$ cat src/rtl/dcsPkg.sv
package dcsPkg;

  typedef enum logic [2:0] {
    MODE_OFF    = 3'd0,
    MODE_IDLE   = 3'd1,
    MODE_SINGLE = 3'd2,
    MODE_CONT   = 3'd3,
    MODE_CAL_IZ = 3'd4,
    MODE_CAL_IF = 3'd5,
    MODE_CAL_SZ = 3'd6,
    MODE_CAL_SF = 3'd7
  } modeE;

  // Control-byte field positions (read-back layout is part of the behaviour)
  localparam int PRI_EN_BIT = 5;
  localparam int AUX_EN_BIT = 4;
  localparam int CAL_BIT    = 2;

  // Strobes from the control unit to the channel datapath
  typedef struct packed {
    logic rstBoth;   // restart both channels this cycle
    logic rstAux;    // restart auxiliary only
    logic priRun;    // primary counts
    logic auxRun;    // auxiliary counts
    logic lockstep;  // auxiliary follows primary outputs
    logic calMode;   // use calibration period
  } ctrlStrbT;

endpackage

$ cat src/rtl/dcsTimer.sv
module dcsTimer #(
  parameter int CNT_W = 8
) (
  input  logic             clk,
  input  logic             rstN,
  input  logic             clear,
  input  logic             run,
  input  logic [CNT_W-1:0] period,
  output logic             fire
);

  logic [CNT_W-1:0] cnt;

  always_comb begin
    fire = run && !clear && (cnt == period - 1'b1);
  end

  always_ff @(posedge clk) begin
    if (!rstN) begin
      cnt <= '0;
    end else if (clear) begin
      cnt <= '0;
    end else if (run) begin
      cnt <= fire ? '0 : cnt + 1'b1;
    end
  end

endmodule

$ cat src/rtl/dcsData.sv
module dcsData
  import dcsPkg::*;
#(
  parameter int RATE_W     = 8,
  parameter int CAL_PERIOD = 64,
  parameter int MIN_RATE   = 2,
  parameter int AUX_SYNC   = 3
) (
  input  logic              clk,
  input  logic              rstN,
  input  ctrlStrbT          strb,
  input  logic [RATE_W-1:0] rateSel,
  output logic              priTick,
  output logic              auxTick
);

  localparam int CAL_W  = $clog2(CAL_PERIOD + 1);
  localparam int CNT_W  = (RATE_W > CAL_W) ? RATE_W : CAL_W;
  localparam int SYNC_W = (AUX_SYNC > 1) ? $clog2(AUX_SYNC) : 1;
  localparam int N_CH   = 2;
  localparam logic [RATE_W-1:0] MIN_R    = RATE_W'(MIN_RATE);
  localparam logic [SYNC_W-1:0] SYNC_END = SYNC_W'(AUX_SYNC - 1);

  logic [CNT_W-1:0]  period;
  logic [N_CH-1:0]   chClear;
  logic [N_CH-1:0]   chRun;
  logic [N_CH-1:0]   chFire;
  logic [SYNC_W-1:0] syncCnt;
  logic              syncDone;
  logic              auxClr;
  logic              auxFire;
  logic              priTickQ;
  logic              auxTickQ;

  always_comb begin
    if (strb.calMode)        period = CNT_W'(CAL_PERIOD);
    else if (rateSel < MIN_R) period = CNT_W'(MIN_R);
    else                     period = CNT_W'(rateSel);
  end

  assign auxClr     = strb.rstBoth || strb.rstAux;
  assign chClear[0] = strb.rstBoth;
  assign chClear[1] = auxClr;
  assign chRun[0]   = strb.priRun;
  assign chRun[1]   = strb.auxRun && !strb.lockstep;

  for (genvar ch = 0; ch < N_CH; ch++) begin : gCh
    dcsTimer #(.CNT_W(CNT_W)) uTimer (
      .clk    (clk),
      .rstN   (rstN),
      .clear  (chClear[ch]),
      .run    (chRun[ch]),
      .period (period),
      .fire   (chFire[ch])
    );
  end

  assign syncDone = (syncCnt == SYNC_END);

  always_comb begin
    if (strb.lockstep)
      auxFire = strb.auxRun && chFire[0] && syncDone && !auxClr;
    else
      auxFire = chFire[1];
  end

  // Auxiliary alignment: counts primary outputs after an auxiliary-only restart
  always_ff @(posedge clk) begin
    if (!rstN) begin
      syncCnt <= SYNC_END;
    end else if (strb.rstBoth) begin
      syncCnt <= SYNC_END;
    end else if (strb.rstAux) begin
      syncCnt <= '0;
    end else if (strb.lockstep && strb.auxRun && chFire[0] && !syncDone) begin
      syncCnt <= syncCnt + 1'b1;
    end
  end

  always_ff @(posedge clk) begin
    if (!rstN) begin
      priTickQ <= 1'b0;
      auxTickQ <= 1'b0;
    end else begin
      priTickQ <= chFire[0];
      auxTickQ <= auxFire;
    end
  end

  // A result landing in a restart cycle belongs to the old operation: drop it
  assign priTick = priTickQ && !strb.rstBoth;
  assign auxTick = auxTickQ && !auxClr;

  assert_aux_in_step_R6: assert property (@(posedge clk) disable iff (!rstN)
    (strb.lockstep && auxFire) |=> priTickQ);

  assert_quiet_when_stopped_R11: assert property (@(posedge clk) disable iff (!rstN)
    (!strb.priRun) |=> !priTickQ);

endmodule

$ cat src/rtl/dcsCtrl.sv
module dcsCtrl
  import dcsPkg::*;
(
  input  logic       clk,
  input  logic       rstN,
  input  logic       ctrlWr,
  input  logic [7:0] ctrlWrData,
  input  logic       priCfgWr,
  input  logic       auxCfgWr,
  input  logic       auxTempSel,
  input  logic       priTick,
  input  logic       auxTick,
  output ctrlStrbT   strb,
  output logic [7:0] ctrlRdData,
  output logic       priHold,
  output logic       auxHold,
  output logic       priDataWr,
  output logic       auxDataWr,
  output logic       priCalWr,
  output logic       auxCalWr,
  output logic       priRdy,
  output logic       auxRdy,
  output logic       auxErr
);

  logic priEn;
  logic auxEn;
  modeE mode;
  logic rstBothQ;
  logic rstAuxQ;
  logic priDone;
  logic auxDone;
  logic calMode;
  logic convMode;
  logic oneShot;
  logic runMode;
  logic wrCal;
  logic bothEvt;
  logic auxEvt;
  logic finish;
  logic unusedRsvd;

  assign unusedRsvd = ^{ctrlWrData[7:6], ctrlWrData[3]};

  assign calMode  = mode[CAL_BIT];
  assign convMode = (mode == MODE_SINGLE) || (mode == MODE_CONT);
  assign oneShot  = (mode == MODE_SINGLE) || calMode;
  assign runMode  = convMode || calMode;
  assign wrCal    = ctrlWr && ctrlWrData[CAL_BIT];
  assign bothEvt  = ctrlWr || (priCfgWr && priEn);
  assign auxEvt   = auxCfgWr && !bothEvt;

  assign finish = oneShot && (priEn || auxEn)
               && (!priEn || priDone || priTick)
               && (!auxEn || auxDone || auxTick);

  // Control byte
  always_ff @(posedge clk) begin
    if (!rstN) begin
      priEn <= 1'b0;
      auxEn <= 1'b0;
      mode  <= MODE_OFF;
    end else if (ctrlWr) begin
      priEn <= ctrlWrData[PRI_EN_BIT];
      auxEn <= ctrlWrData[AUX_EN_BIT];
      mode  <= modeE'(ctrlWrData[2:0]);
    end else if (finish) begin
      mode  <= MODE_OFF;
    end
  end

  assign ctrlRdData = {2'b00, priEn, auxEn, 1'b0, mode};

  // Restart strobes
  always_ff @(posedge clk) begin
    if (!rstN) begin
      rstBothQ <= 1'b0;
      rstAuxQ  <= 1'b0;
    end else begin
      rstBothQ <= bothEvt;
      rstAuxQ  <= auxEvt;
    end
  end

  // One-shot completion tracking
  always_ff @(posedge clk) begin
    if (!rstN) begin
      priDone <= 1'b0;
      auxDone <= 1'b0;
    end else begin
      if (bothEvt)                  priDone <= 1'b0;
      else if (priTick && oneShot)  priDone <= 1'b1;
      if (bothEvt || auxCfgWr)      auxDone <= 1'b0;
      else if (auxTick && oneShot)  auxDone <= 1'b1;
    end
  end

  // Status flags
  always_ff @(posedge clk) begin
    if (!rstN) begin
      priRdy <= 1'b0;
      auxRdy <= 1'b0;
      auxErr <= 1'b0;
    end else if (wrCal) begin
      priRdy <= 1'b0;
      auxRdy <= 1'b0;
      auxErr <= 1'b0;
    end else begin
      if (priTick) priRdy <= 1'b1;
      if (auxTick) auxRdy <= 1'b1;
      if (auxTick && calMode && auxTempSel) auxErr <= 1'b1;
    end
  end

  always_comb begin
    strb.rstBoth  = rstBothQ;
    strb.rstAux   = rstAuxQ;
    strb.priRun   = priEn && runMode && !(oneShot && priDone);
    strb.auxRun   = auxEn && runMode && !(oneShot && auxDone);
    strb.lockstep = strb.priRun;
    strb.calMode  = calMode;
  end

  assign priHold   = priEn && (mode == MODE_IDLE);
  assign auxHold   = auxEn && (mode == MODE_IDLE);
  assign priDataWr = priTick && convMode;
  assign auxDataWr = auxTick && convMode;
  assign priCalWr  = priTick && calMode;
  assign auxCalWr  = auxTick && calMode && !auxTempSel;

  assert_write_restarts_both_R2: assert property (@(posedge clk) disable iff (!rstN)
    ctrlWr |=> (rstBothQ && rstAuxQ == 1'b0 && strb.rstBoth));

  assert_aux_cfg_local_R4: assert property (@(posedge clk) disable iff (!rstN)
    (auxCfgWr && !ctrlWr && !(priCfgWr && priEn)) |=> (strb.rstAux && !strb.rstBoth));

  assert_cal_clears_ready_R9: assert property (@(posedge clk) disable iff (!rstN)
    wrCal |=> (!priRdy && !auxRdy));

  assert_temp_cal_error_R10: assert property (@(posedge clk) disable iff (!rstN)
    (auxTick && calMode && auxTempSel && !ctrlWr) |=> (auxErr && auxRdy));

  assert_idle_silent_R7: assert property (@(posedge clk) disable iff (!rstN)
    priHold |-> !priTick);

endmodule

$ cat src/rtl/dualConvSeq.sv
module dualConvSeq
  import dcsPkg::*;
#(
  parameter int RATE_W     = 8,
  parameter int CAL_PERIOD = 64,
  parameter int MIN_RATE   = 2,
  parameter int AUX_SYNC   = 3
) (
  input  logic              clk,
  input  logic              rstN,
  input  logic              ctrlWr,
  input  logic [7:0]        ctrlWrData,
  input  logic              priCfgWr,
  input  logic              auxCfgWr,
  input  logic              auxTempSel,
  input  logic [RATE_W-1:0] rateSel,
  output logic [7:0]        ctrlRdData,
  output logic              priRst,
  output logic              auxRst,
  output logic              priHold,
  output logic              auxHold,
  output logic              priValid,
  output logic              auxValid,
  output logic              priDataWr,
  output logic              auxDataWr,
  output logic              priCalWr,
  output logic              auxCalWr,
  output logic              priRdy,
  output logic              auxRdy,
  output logic              auxErr
);

  ctrlStrbT strb;
  logic     priTick;
  logic     auxTick;

  dcsCtrl uCtrl (
    .clk        (clk),
    .rstN       (rstN),
    .ctrlWr     (ctrlWr),
    .ctrlWrData (ctrlWrData),
    .priCfgWr   (priCfgWr),
    .auxCfgWr   (auxCfgWr),
    .auxTempSel (auxTempSel),
    .priTick    (priTick),
    .auxTick    (auxTick),
    .strb       (strb),
    .ctrlRdData (ctrlRdData),
    .priHold    (priHold),
    .auxHold    (auxHold),
    .priDataWr  (priDataWr),
    .auxDataWr  (auxDataWr),
    .priCalWr   (priCalWr),
    .auxCalWr   (auxCalWr),
    .priRdy     (priRdy),
    .auxRdy     (auxRdy),
    .auxErr     (auxErr)
  );

  dcsData #(
    .RATE_W     (RATE_W),
    .CAL_PERIOD (CAL_PERIOD),
    .MIN_RATE   (MIN_RATE),
    .AUX_SYNC   (AUX_SYNC)
  ) uData (
    .clk     (clk),
    .rstN    (rstN),
    .strb    (strb),
    .rateSel (rateSel),
    .priTick (priTick),
    .auxTick (auxTick)
  );

  assign priRst   = strb.rstBoth;
  assign auxRst   = strb.rstBoth || strb.rstAux;
  assign priValid = priTick;
  assign auxValid = auxTick;

endmodule

$ cat config.mk
export PLATFORM = sky130hd
export DESIGN_NAME = dualConvSeq
export DESIGN_NICKNAME = d
export VERILOG_FILES = /design/src/rtl/dcsPkg.sv /design/src/rtl/dcsTimer.sv /design/src/rtl/dcsData.sv /design/src/rtl/dcsCtrl.sv /design/src/rtl/dualConvSeq.sv
export SDC_FILE = /design/constraint.sdc
export NUM_CORES = 1
export LEC_CHECK = 0
export ABC_AREA = 1
export BUFFER_PORTS_ARGS = -buffer_cell sky130_fd_sc_hd__buf_4
export CORE_MARGIN = 4
export CORE_UTILIZATION = 35
export CTS_CLUSTER_SIZE = 8
export DETAILED_ROUTE_END_ITERATION = 6
export GPL_TIMING_DRIVEN = 0
export PLACE_DENSITY = 0.54
export SLEW_MARGIN = 20
export SYNTH_ARGS = -nofsm -noshare
export SYNTH_HDL_FRONTEND = slang
export SYNTH_SLANG_ARGS = --single-unit
$ cat constraint.sdc
create_clock -name clk -period 2.7 [get_ports clk]
set_input_delay 0.54 -clock clk [delete_from_list [all_inputs] [get_ports clk]]
set_output_delay 0.54 -clock clk [all_outputs]
set_load 0.05 [all_outputs]
# Word-level counts from Yosys, hierarchy flattened
# Cells that the tools add are included.
[op_classes]
n_eq_ne = 6
n_bitwise = 1
addsub = 4
n_lt_le_gt_ge = 1
muxes = 9
reduce_logical = 64
[op_table]
columns = ["operator", "count"]
rows = [
  ["$logic_and 1x1->1", 35],
  ["$mux 8", 4],
  ["$add 8x1->8 const B", 2],
  ["$eq 8x8->1", 2],
  ["$logic_or 1x1->1", 11],
  ["$logic_not 1->1", 10],
  ["$reduce_or 2->1", 5],
  ["$lt 8x2->1 const B", 1],
  ["$sub 8x1->8 const B", 1],
  ["$eq 3x2->1 const B", 2],
  ["$mux 3", 2],
  ["$mux 2", 2],
  ["$reduce_bool 2->1", 2],
  ["$eq 3x1->1 const B", 1],
  ["$reduce_or 3->1", 1],
  ["$add 2x1->2 const B", 1],
  ["$eq 2x2->1 const B", 1],
  ["$mux 1", 1],
  ["$not 1->1", 1],
]
[totals]
inputBits = 22
word_cells = 101
regBits = 32

# Depth between registers and ports, before layout
[depth]
ltp_word = 11
ltp_mapped = 20
ltp_nobuf = 20

# Modules after synthesis
# From an unflattened synthesis, not the netlist that was laid out.
[unflattened]
hier_cells = 388
hier_area_um2 = 2347.3
[modules_own_cells]
columns = ["mod", "cells_each", "instances", "seq_area_each_um2", "area_per_inst_um2"]
rows = [
  ["dcsTimer", 121, 2, 160.2, 711.9],
  ["dcsCtrl", 85, 1, 240.2, 591.8],
  ["dcsData", 58, 1, 80.1, 320.3],
  ["dualConvSeq", 3, 1, 0.0, 11.3],
]

# Least setup slack after synthesis
# OpenSTA, ideal clock, no wires.
[synth_timing]
path_kind = "flip-flop to output port"
startpoint = "reg uCtrl.mode[2]"
endpoint = "out auxCalWr"
n_path_buf = 1
required_ps = 2160
slack_ps = 103
arrival_time_ps = 2057
path_stages_with_launch = 4
cell_sequence = "dfxtp_1 -> inv_2 -> buf_6 -> nor3_1"
[synth_via]
elab_chain_len = 2
[synth_lines]
columns = ["item", "line_no", "rtl"]
rows = [
  ["start, declared", "dcsCtrl.sv:28", "modeE mode;"],
  ["start signal, assigned", "dcsCtrl.sv:66", "mode <= modeE'(ctrlWrData[2:0]);"],
  ["$logic_and 1x1->1 (2 in a row)", "dcsCtrl.sv:129", "assign auxCalWr = auxTick && calMode && !auxTempSel;"],
  ["end, declared", "dualConvSeq.sv:27", "output logic auxCalWr,"],
]
# Every way passes these cells.

# Final worst setup path
[layout_timing]
startpoint = "reg uCtrl.mode[2]"
endpoint = "reg uData.auxTickQ"
[layout_via]
elab_chain_len = 11
elab_cells_between_ends = 27
[layout_lines]
columns = ["item", "line_no", "rtl"]
rows = [
  ["parallel branches: the longest is 10 deep, another holds $sub 8x1->8", "--", ""],
  ["$mux 1 *", "dcsData.sv:61", "if (strb.lockstep)"],
  ["end signal, assigned", "dcsData.sv:86", "auxTickQ <= auxFire;"],
  ["end, declared", "dcsData.sv:33", "logic auxTickQ;"],
]
# Every way passes the cells marked *.
# A chain may end at the register's enable or synchronous reset.

==> impl_metrics.toml <==
[finish]
area.growth.synth_to_final_pct = 23.8
insertedDiodeCount = 0
layout-drive-gt1-share_pct = 20.8
layout_nets = 405
area_of_the_multi_input_gates_um2 = 1240
seq_area_um2 = 644
filler_cell_count = 631
layout.cell_area.non_filler_um2 = 2620

[placed_design]
dp.final_hpwl_um = 4300
weighted_congestion_at_the_end_of_routability_driven_global_placement = 0.850
place_area_um2 = 2490
input_output_buffers = 36

[logic_synthesis]
synth_cells = 332
netlist.top_cell.by_area = "sky130_fd_sc_hd__dfxtp_1"
syn-cell-area_um2 = 2120
sequential_element_share_of_the_synthesized_area_pct = 30.2
syn_warnings = 0
synth_top_cells_by_area = "sky130_fd_sc_hd__dfxtp_1 (30%), sky130_fd_sc_hd__nand2_1 (14%), sky130_fd_sc_hd__inv_1 (9.4%)"
mean_syn_cell_area_um2 = 6.38
ys_seq_elements = 32
synthDominantCellAreaShare_pct = 30.2
yosysUniqueCellTypes = 32

[flow_run]
max_cap_viol_count = 0

[die]
count_of_boundary_i_o_pins = 43
die_height_um = 85.8
die_area_um2 = 7370
num_rows = 28
fp.coreArea_um2 = 5890
chipWidth_um = 85.8
initial_core_util_pct = 36.0

[grt]
globalRoute.totalOverflow = 0
grt_antenna_before_repair = 0
largest_net_degree_at_the_start_of_global_routing = 11
first_pass_grt_wire_length_um = 8760
global_route.usage.total_pct = 15.0
first_global_vias = 2017

[min_path]
timing.hold.worst.class = "input port to flop"

[clock_network]
clock_tree.buffer_depth = 2
clock_tree.htree_level_count = 2
clock_sink_count = 32
clockRootBuffer = "sky130_fd_sc_hd__clkbuf_8"
post_cts_hold_buffer_count = 0
cts.clk_slew.worst_paths_ns = 0.07
tritoncts.num_buffers = 5
insertion_delay_ns = 0.28
cts_tree = "done"

[power_and_ir_drop]
power_density_nw_per_um2 = 423
ir_drop_uv = 200
cellLeakagePower_nw = 1.26

[run_status]
outcome = "finished clean"

[critical_path]
crit_fanout = 10
timing.critical_path.to_type = "flop"
cp_data_arrival_time_ns = 2.67
critPathKind = "flop to flop"
timing.critical_path.from_type = "flop"
critPathRequiredTime_ns = 2.91

[timing]
fmaxAchievable_mhz = 407
hold_violations = 0
fin_skew_ns = 0.00941
slew_viol_final = 0
period_share_pct = 91.1
period_needed_ns = 2.46
setup_total_negative_slack_ns = 0
timing.final.setup_violations = 0
grt_setup_unrepaired = "false"

[detailed_routing]
route.final.wire_length_um = 5260
drc = 0
vias_per_cell = 4.67
drt_pass1_iterations = 4
count_of_antenna_violating_nets_left_after_detailed_routing = 0
num_vias = 2123
drt_first_iter_violations = 37
routedWlPerCell_um = 11.5
-- worst max-delay path, stage by stage (launching register included) --
cell,delay [ns]
sky130_fd_sc_hd__dfxtp_4,0.38
sky130_fd_sc_hd__inv_2,0.06
sky130_fd_sc_hd__buf_6,0.14
sky130_fd_sc_hd__nand2_1,0.07
sky130_fd_sc_hd__o21bai_2,0.23
sky130_fd_sc_hd__ha_4,0.27
sky130_fd_sc_hd__xnor2_1,0.12
sky130_fd_sc_hd__nor2_1,0.11
sky130_fd_sc_hd__nand2_2,0.06
sky130_fd_sc_hd__nor2_2,0.12
sky130_fd_sc_hd__nand2_1,0.06
sky130_fd_sc_hd__nor2_1,0.08
sky130_fd_sc_hd__nand2_1,0.06
sky130_fd_sc_hd__nor2_2,0.11
sky130_fd_sc_hd__nand3_2,0.15
sky130_fd_sc_hd__nor2_2,0.15
sky130_fd_sc_hd__nand2_1,0.07
sky130_fd_sc_hd__a21oi_2,0.14
-- stage by stage --
step	total power (W)	hold slack (ns)	instances	worst slack, ns	util [%]
4_1_cts	0.00112	0.409	453	0.0548	43.9
3_3_place_gp	0.000727	0.444	445	-0.237	42.3
2_1_floorplan	0.000660	0.456	334	0.103	-
3_5_place_dp	0.000728	0.442	445	-0.236	42.3
5_1_grt	0.00118	0.413	455	0.00338	44.6
6_report	0.00111	0.420	455	0.242	44.6
-- cell usage after synthesis --
cell type and number:
sky130_fd_sc_hd__nor2_4 1, sky130_fd_sc_hd__or2_1 2, sky130_fd_sc_hd__nand3_2 2, sky130_fd_sc_hd__a21boi_0 1, sky130_fd_sc_hd__and3_1 1, sky130_fd_sc_hd__buf_4 5
sky130_fd_sc_hd__inv_2 4, sky130_fd_sc_hd__inv_1 53, sky130_fd_sc_hd__nand2_1 77, sky130_fd_sc_hd__nand3b_1 4, sky130_fd_sc_hd__ha_1 4, sky130_fd_sc_hd__o21ai_2 1
sky130_fd_sc_hd__nand2_2 2, sky130_fd_sc_hd__nor2_2 3, sky130_fd_sc_hd__a21oi_4 1, sky130_fd_sc_hd__o21bai_1 1, sky130_fd_sc_hd__xnor2_1 2, sky130_fd_sc_hd__a21oi_2 3
sky130_fd_sc_hd__nor3b_1 3, sky130_fd_sc_hd__or2_2 2, sky130_fd_sc_hd__dfxtp_1 32, sky130_fd_sc_hd__a31oi_1 1, sky130_fd_sc_hd__nor2_1 39, sky130_fd_sc_hd__xor2_1 8
sky130_fd_sc_hd__buf_6 1, sky130_fd_sc_hd__nand3_1 38, sky130_fd_sc_hd__conb_1 1, sky130_fd_sc_hd__a21oi_1 14, sky130_fd_sc_hd__nor3_1 9, sky130_fd_sc_hd__nand2_4 3
sky130_fd_sc_hd__nand4_1 9, sky130_fd_sc_hd__o21ai_0 5
-- sequential cells by signal, indices dropped and copies added, names as in the netlist --
name,cells
uCtrl.rstAuxQ,1
uData.syncCnt,2
uData.priTickQ,1
uCtrl.auxRdy,1
uCtrl.priDone,1
uData.auxTickQ,1
uCtrl.priEn,1
uCtrl.auxDone,1
uCtrl.rstBothQ,1
uCtrl.auxErr,1
uCtrl.priRdy,1
uCtrl.auxEn,1
uCtrl.mode,3
uData.gCh.uTimer.cnt,16
-- cell usage in the layout, fill, tap and decap left out --
cell / netlist / layout
sky130_fd_sc_hd__and3_1: 1 / 1
sky130_fd_sc_hd__nand4_1: 9 / 9
sky130_fd_sc_hd__inv_1: 53 / 53
sky130_fd_sc_hd__buf_4: 5 / 43
sky130_fd_sc_hd__nand2_4: 3 / 3
sky130_fd_sc_hd__o21ai_0: 5 / 5
sky130_fd_sc_hd__o21bai_2: 0 / 1
sky130_fd_sc_hd__nor2_2: 3 / 3
sky130_fd_sc_hd__nand2_2: 2 / 4
sky130_fd_sc_hd__a21boi_0: 1 / 1
sky130_fd_sc_hd__a21oi_2: 3 / 3
sky130_fd_sc_hd__a21oi_4: 1 / 1
sky130_fd_sc_hd__xor2_1: 8 / 8
sky130_fd_sc_hd__buf_6: 1 / 1
sky130_fd_sc_hd__a21oi_1: 14 / 14
sky130_fd_sc_hd__o21ai_2: 1 / 1
sky130_fd_sc_hd__nand3_2: 2 / 2
sky130_fd_sc_hd__nor3_1: 9 / 9
sky130_fd_sc_hd__a31oi_1: 1 / 1
sky130_fd_sc_hd__xnor2_1: 2 / 2
sky130_fd_sc_hd__ha_1: 4 / 3
sky130_fd_sc_hd__or2_2: 2 / 2
sky130_fd_sc_hd__inv_2: 4 / 4
sky130_fd_sc_hd__nand2_1: 77 / 75
sky130_fd_sc_hd__ha_4: 0 / 1
sky130_fd_sc_hd__clkbuf_8: 0 / 6
sky130_fd_sc_hd__or2_1: 2 / 2
sky130_fd_sc_hd__nand3b_1: 4 / 4
sky130_fd_sc_hd__conb_1: 1 / 3
sky130_fd_sc_hd__nor2_1: 39 / 39
sky130_fd_sc_hd__dfxtp_1: 32 / 31
sky130_fd_sc_hd__nor3b_1: 3 / 3
sky130_fd_sc_hd__clkinv_2: 0 / 2
sky130_fd_sc_hd__nand3_1: 38 / 38
sky130_fd_sc_hd__dfxtp_4: 0 / 1
sky130_fd_sc_hd__nor2_4: 1 / 1
-- metal layers --
| layer | track usage [%] | vias to the layer above | wire, µm |
|---|---|---|---|
| met5 | 0 | - | 0 |
| met4 | 6.33 | 0 | 127 |
| met3 | 3.55 | 10 | 219 |
| met2 | 26.1 | 40 | 2580 |
| met1 | 17.4 | 935 | 2320 |
| li1 | - | 1138 | - |
-- report_power, final --
| part | internal [W] | switching, W | total (W) |
|---|---|---|---|
| Combinational | 0.0000837 | 0.000150 | 0.000234 |
| Sequential | 0.000479 | 0.0000104 | 0.000490 |
| Clock | 0.000203 | 0.000183 | 0.000387 |
-- final timing paths --
check | cells past startpoint | from | slack [ns] | end
max | 17 | uCtrl.mode[2]$_SDFFE_PN0P_ | 0.24 | uData.auxTickQ$_SDFF_PN0_
min | 2 | auxCfgWr | 0.42 | uCtrl.auxDone$_SDFFE_PP0P_
max reg2reg | 17 | uCtrl.mode[2]$_SDFFE_PN0P_ | 0.24 | uData.auxTickQ$_SDFF_PN0_
min reg2reg | 2 | uCtrl.auxErr$_SDFFE_PP0P_ | 0.45 | uCtrl.auxErr$_SDFFE_PP0P_
-- logic make-up (layout without fill, tap and decap cells) --
group	Yosys count	count (layout)	share of synthesized area, %
DFF	32	32	30.2
adders and majority gates	4	4	2.36
and+or+nand+nor	195	195	42.8
other	1	3	0.177
AOI/OAI and AO/OA	27	27	7.91
buffers and inverters	63	109	12.4
xor gates and xnor gates	10	10	4.13
-- timing repair --
| item | 4_1_cts | 5_1_grt |
|---|---|---|
| gates resized for setup | 0 | 6 |
| endpoints found under the setup margin | 0 | 19 |
| buffers inserted | 0 | 2 |
-- layout make-up --
cell class,count,share of cell area [%]
clock buffer,6,3.15
sequential,32,24.6
tap,75,3.58
timing repair buffer,38,10.9
buffer,6,1.86
inverter,57,8.15
multi-input combinational,239,47.4
clock inverter,2,0.381
No activity file was read; power rests on OpenSTA's default activity.
